`config.mk`:
```
export PLATFORM = sky130hd
export DESIGN_NAME = gpio_setclr_port
export DESIGN_NICKNAME = d
export VERILOG_FILES = /design/src/rtl/gpio_setclr_pkg.sv /design/src/rtl/gpio_addr_decode.sv /design/src/rtl/gpio_setclr_bank.sv /design/src/rtl/gpio_in_sync.sv /design/src/rtl/gpio_read_mux.sv /design/src/rtl/gpio_setclr_port.sv
export SDC_FILE = /design/constraint.sdc
export NUM_CORES = 1
export LEC_CHECK = 0
export BUFFER_PORTS_ARGS = -buffer_cell sky130_fd_sc_hd__buf_4
export CAP_MARGIN = 40
export CORE_UTILIZATION = 47
export DETAILED_ROUTE_END_ITERATION = 6
export GPL_TIMING_DRIVEN = 0
export PLACE_DENSITY = 0.76
export REMOVE_ABC_BUFFERS = 1
export SLEW_MARGIN = 15
export SYNTH_ARGS = -nofsm -noshare
export SYNTH_HDL_FRONTEND = slang
export SYNTH_SLANG_ARGS = --single-unit
```
`constraint.sdc`:
```
create_clock -name clk -period 2 [get_ports clk]
set_clock_uncertainty 0.2 [all_clocks]
set_input_delay 0.3 -clock clk [delete_from_list [all_inputs] [get_ports clk]]
set_output_delay 0.3 -clock clk [all_outputs]
set_load 0.1 [all_outputs]
```
`src/rtl/gpio_setclr_pkg.sv`:
```
// Package: shared offsets and decoded-select type for the set/clear GPIO port.
// Assumes byte offsets on a 32-bit register bus; offsets are fixed by software.
package gpio_setclr_pkg;

    localparam int OFS_OUT_SET = 'h00;
    localparam int OFS_OUT_CLR = 'h10;
    localparam int OFS_OE_SET  = 'h20;
    localparam int OFS_OE_CLR  = 'h30;
    localparam int OFS_PIN_RD  = 'h40;

    // One field per mapped register; at most one is set for any address.
    typedef struct packed {
        logic out_set;
        logic out_clr;
        logic oe_set;
        logic oe_clr;
        logic pin_rd;
    } gpio_sel_t;

endpackage

```
`src/rtl/gpio_addr_decode.sv`:
```
// Module: decodes a byte offset into a one-hot register select.
// Assumes exact offset match; any other offset yields an all-zero select.
module gpio_addr_decode
    import gpio_setclr_pkg::*;
#(
    parameter int ADDR_W = 8
) (
    input  logic [ADDR_W-1:0] addr,
    output gpio_sel_t         sel
);

    // Compare the offset against each mapped register.
    always_comb begin
        sel         = '0;
        sel.out_set = (addr == ADDR_W'(OFS_OUT_SET));
        sel.out_clr = (addr == ADDR_W'(OFS_OUT_CLR));
        sel.oe_set  = (addr == ADDR_W'(OFS_OE_SET));
        sel.oe_clr  = (addr == ADDR_W'(OFS_OE_CLR));
        sel.pin_rd  = (addr == ADDR_W'(OFS_PIN_RD));
    end

endmodule

```
`src/rtl/gpio_setclr_bank.sv`:
```
// Module: a bank of state bits changed only by write-one-to-set and
// write-one-to-clear masks. Assumes set_en and clr_en are never both high
// (the bus addresses one register per cycle); set wins if they are.
module gpio_setclr_bank #(
    parameter int WIDTH = 32
) (
    input  logic             clk,
    input  logic             rst_n,
    input  logic             set_en,
    input  logic             clr_en,
    input  logic [WIDTH-1:0] mask,
    output logic [WIDTH-1:0] q
);

    // One cell per pin so that each bit changes independently of its neighbours.
    for (genvar g = 0; g < WIDTH; g++) begin : g_cell
        // Update this bit from the masked set/clear strobes.
        always_ff @(posedge clk) begin
            if (!rst_n)
                q[g] <= 1'b0;
            else if (set_en && mask[g])
                q[g] <= 1'b1;
            else if (clr_en && mask[g])
                q[g] <= 1'b0;
        end
    end


    set_bits_chk: assert property (@(posedge clk) disable iff (!rst_n)
        set_en |=> ((q & $past(mask)) == $past(mask)));


    clr_bits_chk: assert property (@(posedge clk) disable iff (!rst_n)
        (clr_en && !set_en) |=> ((q & $past(mask)) == '0));


    untouched_bits_chk: assert property (@(posedge clk) disable iff (!rst_n)
        (set_en || clr_en) |=> ((q & ~$past(mask)) == ($past(q) & ~$past(mask))));


    idle_hold_chk: assert property (@(posedge clk) disable iff (!rst_n)
        (!set_en && !clr_en) |=> $stable(q));

endmodule

```
`src/rtl/gpio_in_sync.sv`:
```
// Module: a multi-flop synchronizer for the pin inputs, one chain per pin.
// Assumes each pin is independent; no cross-bit coherence is promised.
module gpio_in_sync #(
    parameter int WIDTH  = 32,
    parameter int STAGES = 2
) (
    input  logic             clk,
    input  logic             rst_n,
    input  logic [WIDTH-1:0] pin_in,
    output logic [WIDTH-1:0] pin_sync
);

    logic [STAGES-1:0][WIDTH-1:0] stage_q;

    for (genvar s = 0; s < STAGES; s++) begin : g_stage
        if (s == 0) begin : g_first
            // Capture the raw pad level.
            always_ff @(posedge clk) begin
                if (!rst_n) stage_q[0] <= '0;
                else        stage_q[0] <= pin_in;
            end
        end else begin : g_next
            // Pass the level one flop further down the chain.
            always_ff @(posedge clk) begin
                if (!rst_n) stage_q[s] <= '0;
                else        stage_q[s] <= stage_q[s-1];
            end
        end
    end

    assign pin_sync = stage_q[STAGES-1];

    if (STAGES == 2) begin : g_chk2

        sync_latency_chk: assert property (@(posedge clk) disable iff (!rst_n)
            ($past(rst_n) && $past(rst_n, 2)) |-> (pin_sync == $past(pin_in, 2)));
    end

endmodule

```
`src/rtl/gpio_read_mux.sv`:
```
// Module: selects the word returned by a read from the decoded select.
// Assumes sel is one-hot or zero; zero select returns zero.
module gpio_read_mux
    import gpio_setclr_pkg::*;
#(
    parameter int WIDTH  = 32,
    parameter int DATA_W = 32
) (
    input  gpio_sel_t         sel,
    input  logic [WIDTH-1:0]  latch_q,
    input  logic [WIDTH-1:0]  oe_q,
    input  logic [WIDTH-1:0]  pin_sync,
    output logic [DATA_W-1:0] rd_word
);

    // Both the set and the clear offsets of a bank read back that bank.
    always_comb begin
        rd_word = '0;
        if (sel.out_set || sel.out_clr) rd_word = DATA_W'(latch_q);
        if (sel.oe_set  || sel.oe_clr)  rd_word = DATA_W'(oe_q);
        if (sel.pin_rd)                 rd_word = DATA_W'(pin_sync);
    end

endmodule

```
`src/rtl/gpio_setclr_port.sv`:
```
// Module: top of the set/clear GPIO port. It decodes the bus, updates the
// latch and enable banks, synchronizes the pins and registers read data.
// Assumes NUM_PINS <= DATA_W and a single-cycle valid/write bus.
module gpio_setclr_port
    import gpio_setclr_pkg::*;
#(
    parameter int NUM_PINS    = 32,
    parameter int DATA_W      = 32,
    parameter int ADDR_W      = 8,
    parameter int SYNC_STAGES = 2
) (
    input  logic                clk,
    input  logic                rst_n,
    input  logic                bus_valid,
    input  logic                bus_write,
    input  logic [ADDR_W-1:0]   bus_addr,
    input  logic [DATA_W-1:0]   bus_wdata,
    output logic [DATA_W-1:0]   bus_rdata,
    input  logic [NUM_PINS-1:0] pin_in,
    output logic [NUM_PINS-1:0] pin_out,
    output logic [NUM_PINS-1:0] pin_oe
);

    localparam int MASK_W = NUM_PINS;

    gpio_sel_t           sel;
    logic                wr_req;
    logic                rd_req;
    logic [MASK_W-1:0]   wmask;
    logic [NUM_PINS-1:0] pin_sync;
    logic [DATA_W-1:0]   rd_word;

    assign wr_req = bus_valid && bus_write;
    assign rd_req = bus_valid && !bus_write;
    assign wmask  = bus_wdata[MASK_W-1:0];

    gpio_addr_decode #(.ADDR_W(ADDR_W)) u_dec (
        .addr (bus_addr),
        .sel  (sel)
    );

    gpio_setclr_bank #(.WIDTH(NUM_PINS)) u_latch (
        .clk    (clk),
        .rst_n  (rst_n),
        .set_en (wr_req && sel.out_set),
        .clr_en (wr_req && sel.out_clr),
        .mask   (wmask),
        .q      (pin_out)
    );

    gpio_setclr_bank #(.WIDTH(NUM_PINS)) u_oe (
        .clk    (clk),
        .rst_n  (rst_n),
        .set_en (wr_req && sel.oe_set),
        .clr_en (wr_req && sel.oe_clr),
        .mask   (wmask),
        .q      (pin_oe)
    );

    gpio_in_sync #(.WIDTH(NUM_PINS), .STAGES(SYNC_STAGES)) u_sync (
        .clk      (clk),
        .rst_n    (rst_n),
        .pin_in   (pin_in),
        .pin_sync (pin_sync)
    );

    gpio_read_mux #(.WIDTH(NUM_PINS), .DATA_W(DATA_W)) u_rmux (
        .sel      (sel),
        .latch_q  (pin_out),
        .oe_q     (pin_oe),
        .pin_sync (pin_sync),
        .rd_word  (rd_word)
    );

    // Register read data on a read; hold it otherwise.
    always_ff @(posedge clk) begin
        if (!rst_n)
            bus_rdata <= '0;
        else if (rd_req)
            bus_rdata <= rd_word;
    end


    unmapped_read_zero_chk: assert property (@(posedge clk) disable iff (!rst_n)
        (rd_req && (sel == '0)) |=> (bus_rdata == '0));


    rdata_hold_chk: assert property (@(posedge clk) disable iff (!rst_n)
        !rd_req |=> $stable(bus_rdata));


    latch_readback_chk: assert property (@(posedge clk) disable iff (!rst_n)
        (rd_req && (sel.out_set || sel.out_clr)) |=> (bus_rdata == DATA_W'($past(pin_out))));


    oe_readback_chk: assert property (@(posedge clk) disable iff (!rst_n)
        (rd_req && (sel.oe_set || sel.oe_clr)) |=> (bus_rdata == DATA_W'($past(pin_oe))));

endmodule

```
; ---- After elaboration in Yosys (flattened, before gate mapping)
; Cells that the tools add are included.
[totals]
register_bits = 160
output_inout_bits = 96
elab_cells = 404
[op_classes]
eq_ne = 4
n_mux = 131
reduce_logical = 202
[ops]
columns = cell, count
row1 = $logic_and A1 B1 Y1, 134
row2 = $mux W1, 128
row3 = $reduce_bool A2 Y1, 64
row4 = $mux W32, 3
row5 = $eq A8 B6 Y1 const B, 2
row6 = $eq A8 B5 Y1 const B, 1
row7 = $eq A8 B7 Y1 const B, 1
row8 = $logic_not A8 Y1, 1
row9 = $logic_or A1 B1 Y1, 2
row10 = $logic_not A1 Y1, 1

; ---- Longest topological paths before layout
[depth]
ltp_word = 5
mapped_depth = 6
mapped_depth_nobuf = 3

; ---- Modules after synthesis
; A second synthesis with hierarchy kept.
[unflattened]
cells_unflattened = 679
area_unflattened_um2 = 6761.5
[by_module_without_submodules]
columns = module, instances, cells_each, area_per_inst_um2, seq_area_each_um2
row1 = gpio_setclr_bank, 2, 141, 1347.5, 640.6
row2 = gpio_in_sync, 1, 166, 2031.9, 1281.2
row3 = gpio_setclr_port, 1, 144, 1351.3, 640.6
row4 = gpio_read_mux, 1, 77, 613.1, 0.0
row5 = gpio_addr_decode, 1, 10, 70.1, 0.0

; ---- Least setup slack after synthesis
; Ideal clock, no wire load.
[synth_timing]
path_type = input port to flip-flop
startpoint = input port bus_addr[7]
endpoint = register bus_rdata[0]
setup_ns = 0.062
arrival_ns = 1.682
required_ns = 1.738
slack_ns = 0.056
path_stages = 5
path_buffers = 2
cell_sequence = or4b_1 > buf_4 > nor4_4 > buf_6 > a221o_1
[synth_via]
elab_chain_cells = 5
elab_cells_between_ends = 10
cone_classes = 4 x eq/ne / 3 x mux / 3 x reduce/logical
[synth_lines]
columns = item, line
row1 = from (decl), gpio_setclr_port.sv:16  ; input logic [ADDR_W-1:0] bus_addr,
row2 = $eq A8 B5 Y1 / $logic_not A8 Y1 (equally long branches), "gpio_addr_decode.sv:16, gpio_addr_decode.sv:15"
row3 = $logic_or A1 B1 Y1, gpio_read_mux.sv:19  ; if (sel.out_set || sel.out_clr) rd_word = DATA_W'(latch_q);
row4 = $mux W32, gpio_read_mux.sv:19
row5 = $mux W32, gpio_read_mux.sv:20  ; if (sel.oe_set || sel.oe_clr) rd_word = DATA_W'(oe_q);
row6 = $mux W32 *, gpio_read_mux.sv:21  ; if (sel.pin_rd) rd_word = DATA_W'(pin_sync);
row7 = to (signal assigned), gpio_setclr_port.sv:80  ; bus_rdata <= rd_word;
row8 = to (decl), gpio_setclr_port.sv:18  ; output logic [DATA_W-1:0] bus_rdata,
; Every way passes the cells marked *; elsewhere a longest branch is shown, timed or not.
; A chain may end at the register's enable or synchronous reset.

==> results.sh <==
export IMPL_outcome="finished, final reports clean"
export IMPL_timing_final_crit_period_ns=1.940
export IMPL_cts_max_level=4
export IMPL_grt_overflow=0
export IMPL_wl_mm=18.96
export IMPL_fp_row_count=41
export IMPL_fp_dieW_um=116.5
export IMPL_worst_pin_slew_ns=0.5593
export IMPL_crit_arrival_ns=2.06
export IMPL_cap_violations=0
export IMPL_final_common_cell="buf_4"
export IMPL_max_freq_mhz=515.5
export IMPL_netlist_instances=620
export IMPL_ys_seq_elements=160
export IMPL_start_util_pct=48.44
export IMPL_track_usage_pct=28.08
export IMPL_cts_buffers=17
export IMPL_yosysTopAreaCell="dfxtp_1"
export IMPL_dieArea_um2=13570
export IMPL_final_min_period_over_clock_period_pct=96.99
export IMPL_min_path_cells=2
export IMPL_worstReg2RegEnd="bus_rdata[9]"
export IMPL_cts_sinks=160
export IMPL_hold_viol=0
export IMPL_cp_required_ns=2.12
export IMPL_hp_class="in2reg"
export IMPL_path_max_fanout=47
export IMPL_path_clk_slew_ns=0.06
export IMPL_drt_initial_drc_count=400
export IMPL_synthTopCellsByArea="dfxtp_1 (52%), nor4_1 (9.7%), o2bb2ai_1 (9.1%)"
export IMPL_synth_distinct_cells=24
export IMPL_core_area_um2=12720
export IMPL_cts_max_path_buffers=2
export IMPL_clock_root_buffer="clkbuf_16"
export IMPL_area_growth_pct=47.29
export IMPL_ant_nets=0
export IMPL_drive_gt1_share_pct=27.42
export IMPL_gp_congestion=0.7014
export IMPL_drt_first_pass_iters=5
export IMPL_critPathKind="in2reg"
export IMPL_num_vias=5771
export IMPL_finalNonFillerCells=1018
export IMPL_irDropWorstVdd_uv=532.6
export IMPL_slew_headroom_pct=62.71
export IMPL_worstSkewPairLatency_ns=0.42
export IMPL_grt_max_degree=61
export IMPL_crit_start="rst_n"
export IMPL_critPathLaunchType="input pin"
export IMPL_timing_rr_start="u_oe.q[9]"
export IMPL_setup_violations_final=0
export IMPL_drc_errors=0
export IMPL_nets=911
export IMPL_die_y_um=116.5
export IMPL_detail_route_wl_per_cell_um=18.63
export IMPL_hpwlAfterDp_mm=10.94
export IMPL_cellLeakagePower_nw=3.791
export IMPL_grt_pass1_wl_mm=28.65
export IMPL_holdCritStartpoint="rst_n"
export IMPL_grt_antenna_before_repair=0
export IMPL_synth_area_per_cell_um2=9.939
export IMPL_synth_warning_count=0
export IMPL_final_max_slew_viol_count=0
export IMPL_crit_path_end_kind="flip-flop"
export IMPL_placed_cells=912
export IMPL_viasPerCell=5.669
export IMPL_io_buffer_count=171
export IMPL_ios=172
export IMPL_r2r_cells=3
export IMPL_power_density_nw_per_um2=772.7
export IMPL_cts_tree="yes"
export IMPL_yosysSeqAreaShare_pct=51.98
export IMPL_rsz0062_at_grt="no"
export IMPL_r2r_setup_slack_ns=0.81
export IMPL_n_antenna_cell=0
export IMPL_syn_area_um2=6162
export IMPL_grt_pass1_vias=5630
export IMPL_cp_endpoint="u_latch.q[12]"
export IMPL_filler_cell_count=942
export IMPL_setup_tns_ns=0
export IMPL_layout_common_cells="buf_4 (177), dfxtp_1 (160), nor4_1 (96)"
export IMPL_yosys_area_top_type_share_pct=51.98
==> sequential cells by signal (all words and copies together), names as in the netlist <==
name             count
bus_rdata           32
u_latch.q           32
u_oe.q              32
u_sync.pin_sync     32
u_sync.stage_q      32
==> cells by family (layout without fill, tap and decap cells) <==
family,count (synthesis),in the layout,share of synthesized area (%)
simple gates,236,238,21.95
compound gates,97,97,14.42
flops,160,160,51.98
mux,32,32,5.198
buf+inv,95,319,6.457
==> worst min path at each step <==
| stage | to | slack (ns) |
|---|---|---|
| detailed placement | u_sync.pin_sync[28] | 0.22 |
| CTS | u_latch.q[3] | 0.13 |
| floorplan | u_sync.pin_sync[0] | 0.21 |
| global placement | u_sync.pin_sync[22] | 0.21 |
| finish | u_sync.pin_sync[17] | 0.07 |
| global route | u_latch.q[3] | 0.08 |
==> cell usage after synthesis, drive strengths merged <==
| master | n |
|---|---|
| dfxtp | 160 |
| nor4 | 97 |
| and2 | 64 |
| nand2 | 64 |
| o2bb2ai | 64 |
| clkbuf | 46 |
| inv | 33 |
| a221o | 32 |
| mux2i | 32 |
| buf | 16 |
| nor3 | 2 |
| a21boi | 1 |
| nand2b | 1 |
| nand3 | 1 |
| nand3b | 1 |
| nand4b | 1 |
| or2 | 1 |
| or3 | 1 |
| or3b | 1 |
| or4b | 1 |
| or4bb | 1 |
==> cell type report <==
class,count,area [um^2],area share [%]
repair buffers,256,2318,25.54
clock inverters,6,80.08,0.8823
multi-input cells,367,2634,29.02
inverters,33,123.9,1.365
flip-flops and latches,160,3203,35.29
well taps,172,215.2,2.371
clock buffers,24,501.7,5.528
==> per-layer routing <==
layer | part of all wire, % | wire (um) | GRT usage [%] | vias to the layer above
met5 | 0 | 0 | 0 | -
met4 | 2.6 | 502 | 12.91 | 0
met3 | 7.6 | 1444 | 7.421 | 38
met2 | 49 | 9249 | 47.18 | 267
met1 | 41 | 7765 | 33.54 | 2756
li1 | - | - | - | 2710
==> timing repair <==
action / in CTS / in global routing
gates cloned: 3 / 0
hold buffers: 64 / 0
setup buffers: 8 / 1
endpoints found under the hold margin: 96 / 0
endpoints found under the setup margin: 96 / 60
pin swaps: 4 / 1
resized for setup: 1 / 3
==> where the power goes <==
part	internal (mW)	switching, mW
Combinational	0.281	0.282
Clock	1.98	1.20
Sequential	3.25	0.0150
==> worst max-delay path, stage by stage <==
cell and delay [ns]:
buf_6 0.25, buf_16 0.26, or4bb_1 0.49, nor3_4 0.19
buf_4 0.18, buf_16 0.16, o2bb2ai_1 0.17
==> stage by stage <==
stage          power, mW  cell area (um^2)  utilization [%]  worst slack [ns]  hold WS [ns]
2_1_floorplan      3.463              5888                -            -1.541        0.2118
3_3_place_gp       3.686              7387            58.06            -3.132        0.2145
3_5_place_dp       3.755              7701            60.53            -1.160        0.2185
4_1_cts            7.032              9054            71.16           0.03232        0.1350
5_1_grt            7.240              9076            71.34          0.008742       0.07682
6_report           7.013              9076            71.34           0.06026       0.06701
Note: power is estimated with default switching activity, not from simulation.
